==> src/rtl/prg_xlate_pkg.sv <==
package prg_xlate_pkg;

  typedef enum logic [1:0] {
    LAYOUT_32K     = 2'd0,
    LAYOUT_16K     = 2'd1,
    LAYOUT_8K      = 2'd2,
    LAYOUT_8K_FLIP = 2'd3
  } layout_e;

  // mode register bit positions
  localparam int MODE_LAST_BIT = 2;
  localparam int MODE_ROM6_BIT = 7;

  // address pages (top five address bits) decoded by the register file
  localparam logic [4:0] PAGE_BANK = 5'b10000;  // 0x8000-0x87FF
  localparam logic [4:0] PAGE_MODE = 5'b11010;  // 0xD000-0xD7FF

  // windows below the upper half of the address space (top three bits)
  localparam logic [2:0] WIN_LOW_RAM = 3'b011;  // 0x6000-0x7FFF

endpackage

==> src/rtl/prg_bit_flip.sv <==
module prg_bit_flip #(
  parameter int W = 8
) (
  input  logic [W-1:0] din,
  output logic [W-1:0] dout
);
  // mirror bits [W-2:0] around their centre, clear the top bit
  genvar b;
  generate
    for (b = 0; b < W - 1; b++) begin : g_flip
      assign dout[b] = din[W-2-b];
    end
  endgenerate
  assign dout[W-1] = 1'b0;
endmodule

==> src/rtl/prg_bank_regs.sv <==
module prg_bank_regs
  import prg_xlate_pkg::*;
#(
  parameter int ADDR_W   = 16,
  parameter int REG_W    = 8,
  parameter int NUM_REGS = 4
) (
  input  logic                               clk,
  input  logic                               rst,
  input  logic                               cpu_we,
  input  logic [ADDR_W-1:0]                  cpu_addr,
  input  logic [REG_W-1:0]                   cpu_wdata,
  output logic [NUM_REGS-1:0][REG_W-1:0]     bank_q,
  output logic [REG_W-1:0]                   mode_q
);
  localparam int IDX_W  = $clog2(NUM_REGS);
  localparam int PAGE_W = 5;

  logic [PAGE_W-1:0] page;
  logic              bank_hit;
  logic              mode_hit;

  assign page     = cpu_addr[ADDR_W-1 -: PAGE_W];
  assign bank_hit = cpu_we && (page == PAGE_BANK);
  assign mode_hit = cpu_we && (page == PAGE_MODE) && (cpu_addr[1:0] == 2'b00);

  always_ff @(posedge clk) begin
    if (rst) begin
      bank_q <= '0;
      mode_q <= '0;
    end else begin
      for (int i = 0; i < NUM_REGS; i++) begin
        if (bank_hit && (cpu_addr[IDX_W-1:0] == IDX_W'(i)))
          bank_q[i] <= cpu_wdata;
      end
      if (mode_hit)
        mode_q <= cpu_wdata;
    end
  end

  p_bank_load_r1: assert property (@(posedge clk) disable iff (rst)
    (cpu_we && cpu_addr[ADDR_W-1 -: PAGE_W] == PAGE_BANK)
      |=> bank_q[$past(cpu_addr[IDX_W-1:0])] == $past(cpu_wdata));

  p_skip_page_r1: assert property (@(posedge clk) disable iff (rst)
    (cpu_we && cpu_addr[ADDR_W-1 -: PAGE_W] == 5'b10001) |=> $stable(bank_q));

  p_mode_hold_r2: assert property (@(posedge clk) disable iff (rst)
    (!cpu_we || cpu_addr[1:0] != 2'b00) |=> $stable(mode_q));

  p_reset_regs_r3: assert property (@(posedge clk)
    rst |=> (mode_q == '0 && bank_q == '0));

endmodule

==> src/rtl/prg_bank_calc.sv <==
module prg_bank_calc
  import prg_xlate_pkg::*;
#(
  parameter int REG_W    = 8,
  parameter int NUM_REGS = 4,
  parameter int MASK_W   = 9,
  parameter int NUM_WIN  = 4
) (
  input  logic [NUM_REGS-1:0][REG_W-1:0]   bank_q,
  input  logic [REG_W-1:0]                 mode_q,
  input  logic [MASK_W-1:0]                and_mask,
  input  logic [MASK_W-1:0]                or_mask,
  output logic [NUM_WIN-1:0][MASK_W+1:0]   win_bank,
  output logic [MASK_W+1:0]                low_bank
);
  localparam int SRC_N = NUM_REGS + 1;   // four registers plus the last bank
  localparam int LAST  = NUM_REGS;

  function automatic logic [MASK_W-1:0] ext(input logic [REG_W-1:0] v);
    return {{(MASK_W-REG_W){1'b0}}, v};
  endfunction

  layout_e                     layout;
  logic [REG_W-1:0]            last_q;
  logic [SRC_N-1:0][REG_W-1:0] raw;
  logic [SRC_N-1:0][REG_W-1:0] flip;

  assign layout = layout_e'(mode_q[1:0]);
  assign last_q = mode_q[MODE_LAST_BIT] ? bank_q[NUM_REGS-1] : {REG_W{1'b1}};

  genvar s;
  generate
    for (s = 0; s < SRC_N; s++) begin : g_src
      if (s < NUM_REGS) begin : g_reg
        assign raw[s] = bank_q[s];
      end else begin : g_last
        assign raw[s] = last_q;
      end
      prg_bit_flip #(.W(REG_W)) u_flip (.din(raw[s]), .dout(flip[s]));
    end
  endgenerate

  logic [MASK_W-1:0] b32, b16lo, b16hi, b8, low_m;
  logic [REG_W-1:0]  sel8, p6;

  always_comb begin
    b32   = (ext(last_q)    & (and_mask >> 2)) | (or_mask >> 2);
    b16lo = (ext(bank_q[1]) & (and_mask >> 1)) | (or_mask >> 1);
    b16hi = (ext(last_q)    & (and_mask >> 1)) | (or_mask >> 1);
    sel8  = '0;
    b8    = '0;
    for (int w = 0; w < NUM_WIN; w++) begin
      if (layout == LAYOUT_8K_FLIP)
        sel8 = (w < NUM_WIN - 1) ? flip[w] : flip[LAST];
      else
        sel8 = (w < NUM_WIN - 1) ? raw[w] : raw[LAST];
      b8 = (ext(sel8) & and_mask) | or_mask;
      case (layout)
        LAYOUT_32K: win_bank[w] = {b32, 2'(w)};
        LAYOUT_16K: win_bank[w] = {1'b0, ((w < NUM_WIN / 2) ? b16lo : b16hi), 1'(w)};
        default:    win_bank[w] = {2'b00, b8};
      endcase
    end

    case (layout)
      LAYOUT_32K: p6 = {bank_q[NUM_REGS-1][REG_W-3:0], 2'b11};
      LAYOUT_16K: p6 = {bank_q[NUM_REGS-1][REG_W-2:0], 1'b1};
      LAYOUT_8K:  p6 = bank_q[NUM_REGS-1];
      default:    p6 = flip[NUM_REGS-1];
    endcase
    low_m    = (ext(p6) & and_mask) | or_mask;
    low_bank = {2'b00, low_m};
  end

endmodule

==> src/rtl/prg_bank_xlate.sv <==
module prg_bank_xlate
  import prg_xlate_pkg::*;
#(
  parameter int ADDR_W   = 16,
  parameter int REG_W    = 8,
  parameter int NUM_REGS = 4,
  parameter int MASK_W   = 9
) (
  input  logic                clk,
  input  logic                rst,
  input  logic                cpu_we,
  input  logic [ADDR_W-1:0]   cpu_addr,
  input  logic [REG_W-1:0]    cpu_wdata,
  input  logic [MASK_W-1:0]   and_mask,
  input  logic [MASK_W-1:0]   or_mask,
  input  logic                ram_present,
  output logic [MASK_W+1:0]   bank_out,
  output logic                rom_sel,
  output logic                ram_sel
);
  localparam int NUM_WIN = 4;
  localparam int WIN_W   = $clog2(NUM_WIN);
  localparam int OUT_W   = MASK_W + 2;

  logic [NUM_REGS-1:0][REG_W-1:0]  bank_q;
  logic [REG_W-1:0]                mode_q;
  logic [NUM_WIN-1:0][OUT_W-1:0]   win_bank;
  logic [OUT_W-1:0]                low_bank;
  logic [2:0]                      top3;
  logic [WIN_W-1:0]                win_idx;

  prg_bank_regs #(
    .ADDR_W(ADDR_W), .REG_W(REG_W), .NUM_REGS(NUM_REGS)
  ) u_regs (
    .clk(clk), .rst(rst), .cpu_we(cpu_we), .cpu_addr(cpu_addr),
    .cpu_wdata(cpu_wdata), .bank_q(bank_q), .mode_q(mode_q)
  );

  prg_bank_calc #(
    .REG_W(REG_W), .NUM_REGS(NUM_REGS), .MASK_W(MASK_W), .NUM_WIN(NUM_WIN)
  ) u_calc (
    .bank_q(bank_q), .mode_q(mode_q), .and_mask(and_mask), .or_mask(or_mask),
    .win_bank(win_bank), .low_bank(low_bank)
  );

  assign top3    = cpu_addr[ADDR_W-1 -: 3];
  assign win_idx = cpu_addr[ADDR_W-2 -: WIN_W];

  always_ff @(posedge clk) begin
    if (rst) begin
      bank_out <= '0;
      rom_sel  <= 1'b0;
      ram_sel  <= 1'b0;
    end else if (top3[2]) begin
      bank_out <= win_bank[win_idx];
      rom_sel  <= 1'b1;
      ram_sel  <= 1'b0;
    end else if (top3 == WIN_LOW_RAM && mode_q[MODE_ROM6_BIT]) begin
      bank_out <= low_bank;
      rom_sel  <= 1'b1;
      ram_sel  <= 1'b0;
    end else begin
      bank_out <= '0;
      rom_sel  <= 1'b0;
      ram_sel  <= (top3 == WIN_LOW_RAM) && ram_present;
    end
  end

  p_sel_exclusive_r11: assert property (@(posedge clk) disable iff (rst)
    !(rom_sel && ram_sel));

  p_low_idle_r11: assert property (@(posedge clk) disable iff (rst)
    (cpu_addr[ADDR_W-1 -: 3] < 3'b011) |=> (!rom_sel && !ram_sel && bank_out == '0));

  p_ram_cause_r10: assert property (@(posedge clk) disable iff (rst)
    ram_sel |-> ($past(ram_present) && !$past(mode_q[MODE_ROM6_BIT])));

  p_rom6_r9: assert property (@(posedge clk) disable iff (rst)
    (cpu_addr[ADDR_W-1 -: 3] == WIN_LOW_RAM && mode_q[MODE_ROM6_BIT])
      |=> (rom_sel && !ram_sel));

  p_upper_rom_r12: assert property (@(posedge clk) disable iff (rst)
    cpu_addr[ADDR_W-1] |=> rom_sel);

endmodule

==> config.mk <==
export PLATFORM = sky130hd
export DESIGN_NAME = prg_bank_xlate
export DESIGN_NICKNAME = d
export VERILOG_FILES = /design/src/rtl/prg_xlate_pkg.sv /design/src/rtl/prg_bit_flip.sv /design/src/rtl/prg_bank_regs.sv /design/src/rtl/prg_bank_calc.sv /design/src/rtl/prg_bank_xlate.sv
export SDC_FILE = /design/constraint.sdc
export NUM_CORES = 1
export LEC_CHECK = 0
export CELL_PAD_IN_SITES_DETAIL_PLACEMENT = 1
export CELL_PAD_IN_SITES_GLOBAL_PLACEMENT = 2
export CORE_MARGIN = 8
export CORE_UTILIZATION = 33
export DETAILED_ROUTE_END_ITERATION = 10
export HOLD_SLACK_MARGIN = 0.05
export MAX_ROUTING_LAYER = met4
export PLACE_DENSITY_LB_ADDON = 0.1
export REMOVE_ABC_BUFFERS = 1
export SYNTH_ARGS = -nofsm -noshare
export SYNTH_HDL_FRONTEND = slang
export SYNTH_SLANG_ARGS = --single-unit
==> constraint.sdc <==
create_clock -name clk -period 3.84 [get_ports clk]
set_clock_uncertainty 0.1 [all_clocks]
set_input_delay 0.768 -clock clk [delete_from_list [all_inputs] [get_ports clk]]
set_output_delay 0.768 -clock clk [all_outputs]
set_load 0.03 [all_outputs]
==> qor.yml <==
track_usage_pct: 17.14
rr_endpoint: "bank_out[0]"
cts-resized-gates: 0
timing.final.crit_share_pct: 72.81
p_per_area_nw_per_um2: 269.1
reg2regPathDepth: 5
peakVddDrop_mv: 0.1021
ys_warn_count: 0
die_y_um: 108.3
dp_slack_ns: 0.7476
cts-htree-levels: 2
num_antenna_cells: 0
dominantRegCellSynth: "dfxtp_1"
fp.dieW_um: 108.3
cts_tree: "yes"
rsz0062_at_grt: "no"
finalCoreUtilization_pct: 41.56
placed_area_um2: 3359
vias: 2509
gr-total-overflow: 0
drtIter0Drc: 166
ff2ff_setup_slack_ns: 1.54
min_period_ns: 2.796
routed_via_density: 5.539
yosysTopAreaCellShare_pct: 33.48
root_buffer: "clkbuf_8"
numClockSinks: 47
cap_violations: 0
critPathKind: "primary input to register"
initial_core_util_pct: 34.03
drive_above_1_share_pct: 9.770
drc: 0
cp-end-kind: "register"
postSynth.asyncResetShare_pct: 0
synth-seq-cells: 47
drt_pass1_iterations: 4
area_growth_pct: 22.13
postCtsSetupBuffers: 0
syn-cell-area_um2: 2810
cts_hold_buf: 0
syn_avg_cell_area_um2: 9.065
grt_max_degree: 31
ios: 59
holdPathEnd: "u_regs.bank_q[19]"
crit_required_ns: 3.94
min_from: "u_regs.bank_q[19]"
maxSlewViolCount: 0
leakagePower_nw: 1.407
synthTopCellsByArea: "dfxtp_1 (33%), mux2i_1 (17%), nor2_1 (6.1%)"
hp-class: "register to register"
finalNetCount: 395
synth-seq-area-share_pct: 33.48
routedWlPerCell_um: 20.74
worst_slew_pin_slew_ns: 0.7975
worst_ep_arrival_time_ns: 2.89
synth.distinct_cells: 54
maxSlewHeadroom_pct: 46.67
crit_start: "cpu_addr[13]"
stdcell_area_um2: 3432
rows: 33
drtAntennaViolNets: 0
grt_pass1_wl_um: 15080
cp-start-kind: "primary input"
dp_hpwl_um: 7005
synth_enable_flop_cells: 0
synthTopCellsByCount: "mux2i_1 (49), dfxtp_1 (47), nor2_1 (46)"
port_buffers: 47
crit_fanout: 7
setup_slack_ns: 1.044
tns_ns: 0
cts.path.max_buffers: 2
dieArea_um2: 11720
synth.most_common_cell: "mux2i_1"
clk_latency_ns: 0.30
setup_viol: 0
yosysTopAreaCell: "dfxtp_1"
min_delay_path_depth: 2
syn_inst: 310
r2r-start: "u_regs.mode_q[1]"
fmax_mhz: 357.7
status: "completed"
antenna_found_initial: 0
wirelength_um: 9396
routabilityCongestion: 0.8160
path_clk_slew_ns: 0.09
core-area_um2: 8258
cts_made_buffers: 5
hold_viol_final: 0
grt_pass1_vias: 2627
-- cell type report --
cell class	instances	area, um2
fillers	983	4826
flip-flops and latches	47	940.9
clock buffers	6	72.57
inverters	3	11.26
multi-input cells	235	1718
well taps	105	131.4
repair buffers	57	558.0
-- sequential cells by signal, indices dropped and copies added (netlist names) --
| register | cells |
|---|---|
| u_regs.bank_q | 32 |
| bank_out | 9 |
| u_regs.mode_q | 4 |
| ram_sel | 1 |
| rom_sel | 1 |
-- per-layer routing --
metal / vias to the layer above / track usage, % / wire (um)
met5: - / - / 0
met4: 0 / 4.106 / 99
met3: 6 / 2.915 / 439
met2: 65 / 25.63 / 4062
met1: 1223 / 23.41 / 4795
li1: 1215 / - / -
-- worst max-delay path, stage by stage --
cell and delay (ns):
clkdlybuf4s50_1 0.60, nor4_1 0.54, and3b_1 0.49, buf_4 0.24, mux2i_1 0.19, nor2_1 0.05
-- cells by family after synthesis --
family,Yosys count,share of synthesized area (%)
and+or+nand+nor,99,17.77
AOI/OAI and AO/OA,71,17.32
muxes,62,25.47
DFF,47,33.48
buffers and inverters,29,5.521
xor gates and xnor gates,1,0.3117
other,1,0.1334
-- through the flow --
step                power (mW)  cells  hold slack, ns
global route            0.9662    453          0.4405
finish                  0.9235    453          0.4027
CTS                     0.9369    453          0.4048
floorplan               0.5559    285          0.3578
global placement        0.6491    447          0.3786
detailed placement      0.6501    447          0.3838
-- cell usage in the layout, fill, tap and decap left out, types with 2 or more instances in the layout --
master | synthesis | routed
a211oi_1 | 5 | 5
clkdlybuf4s50_1 | 0 | 47
a21o_1 | 3 | 3
a31o_2 | 2 | 2
mux2i_1 | 49 | 49
and3b_1 | 2 | 2
a22o_1 | 2 | 2
o21ai_0 | 15 | 15
mux4_2 | 7 | 7
nand2b_1 | 6 | 6
nand2_1 | 11 | 11
a21oi_1 | 8 | 8
o211ai_1 | 3 | 3
nor3_1 | 3 | 3
o221ai_1 | 4 | 4
mux2_2 | 6 | 6
clkbuf_8 | 0 | 5
conb_1 | 1 | 2
buf_4 | 5 | 9
o22ai_1 | 3 | 3
a21boi_0 | 4 | 4
inv_1 | 3 | 3
and3_1 | 4 | 4
o31ai_1 | 2 | 2
nor2_1 | 46 | 46
dfxtp_1 | 47 | 47
nor2b_1 | 9 | 9
a31oi_1 | 6 | 6
nand3b_1 | 6 | 6
o2111ai_1 | 3 | 3
nand3_1 | 3 | 3
-- power breakdown --
group | internal, mW | leakage, nW | switching, mW
sequential | 0.494 | 0.381 | 0.00275
clock | 0.122 | 0.0371 | 0.164
combinational | 0.0682 | 0.989 | 0.0728
total | 0.684 | 1.41 | 0.239
-- how the worst max path moves through the flow --
stage / endpoint
finish: u_regs.bank_q[15]
floorplan: bank_out[0]
global route: u_regs.bank_q[15]
detailed placement: u_regs.bank_q[15]
global placement: u_regs.bank_q[10]
CTS: u_regs.bank_q[15]
No activity file was read; power rests on OpenSTA's default activity.
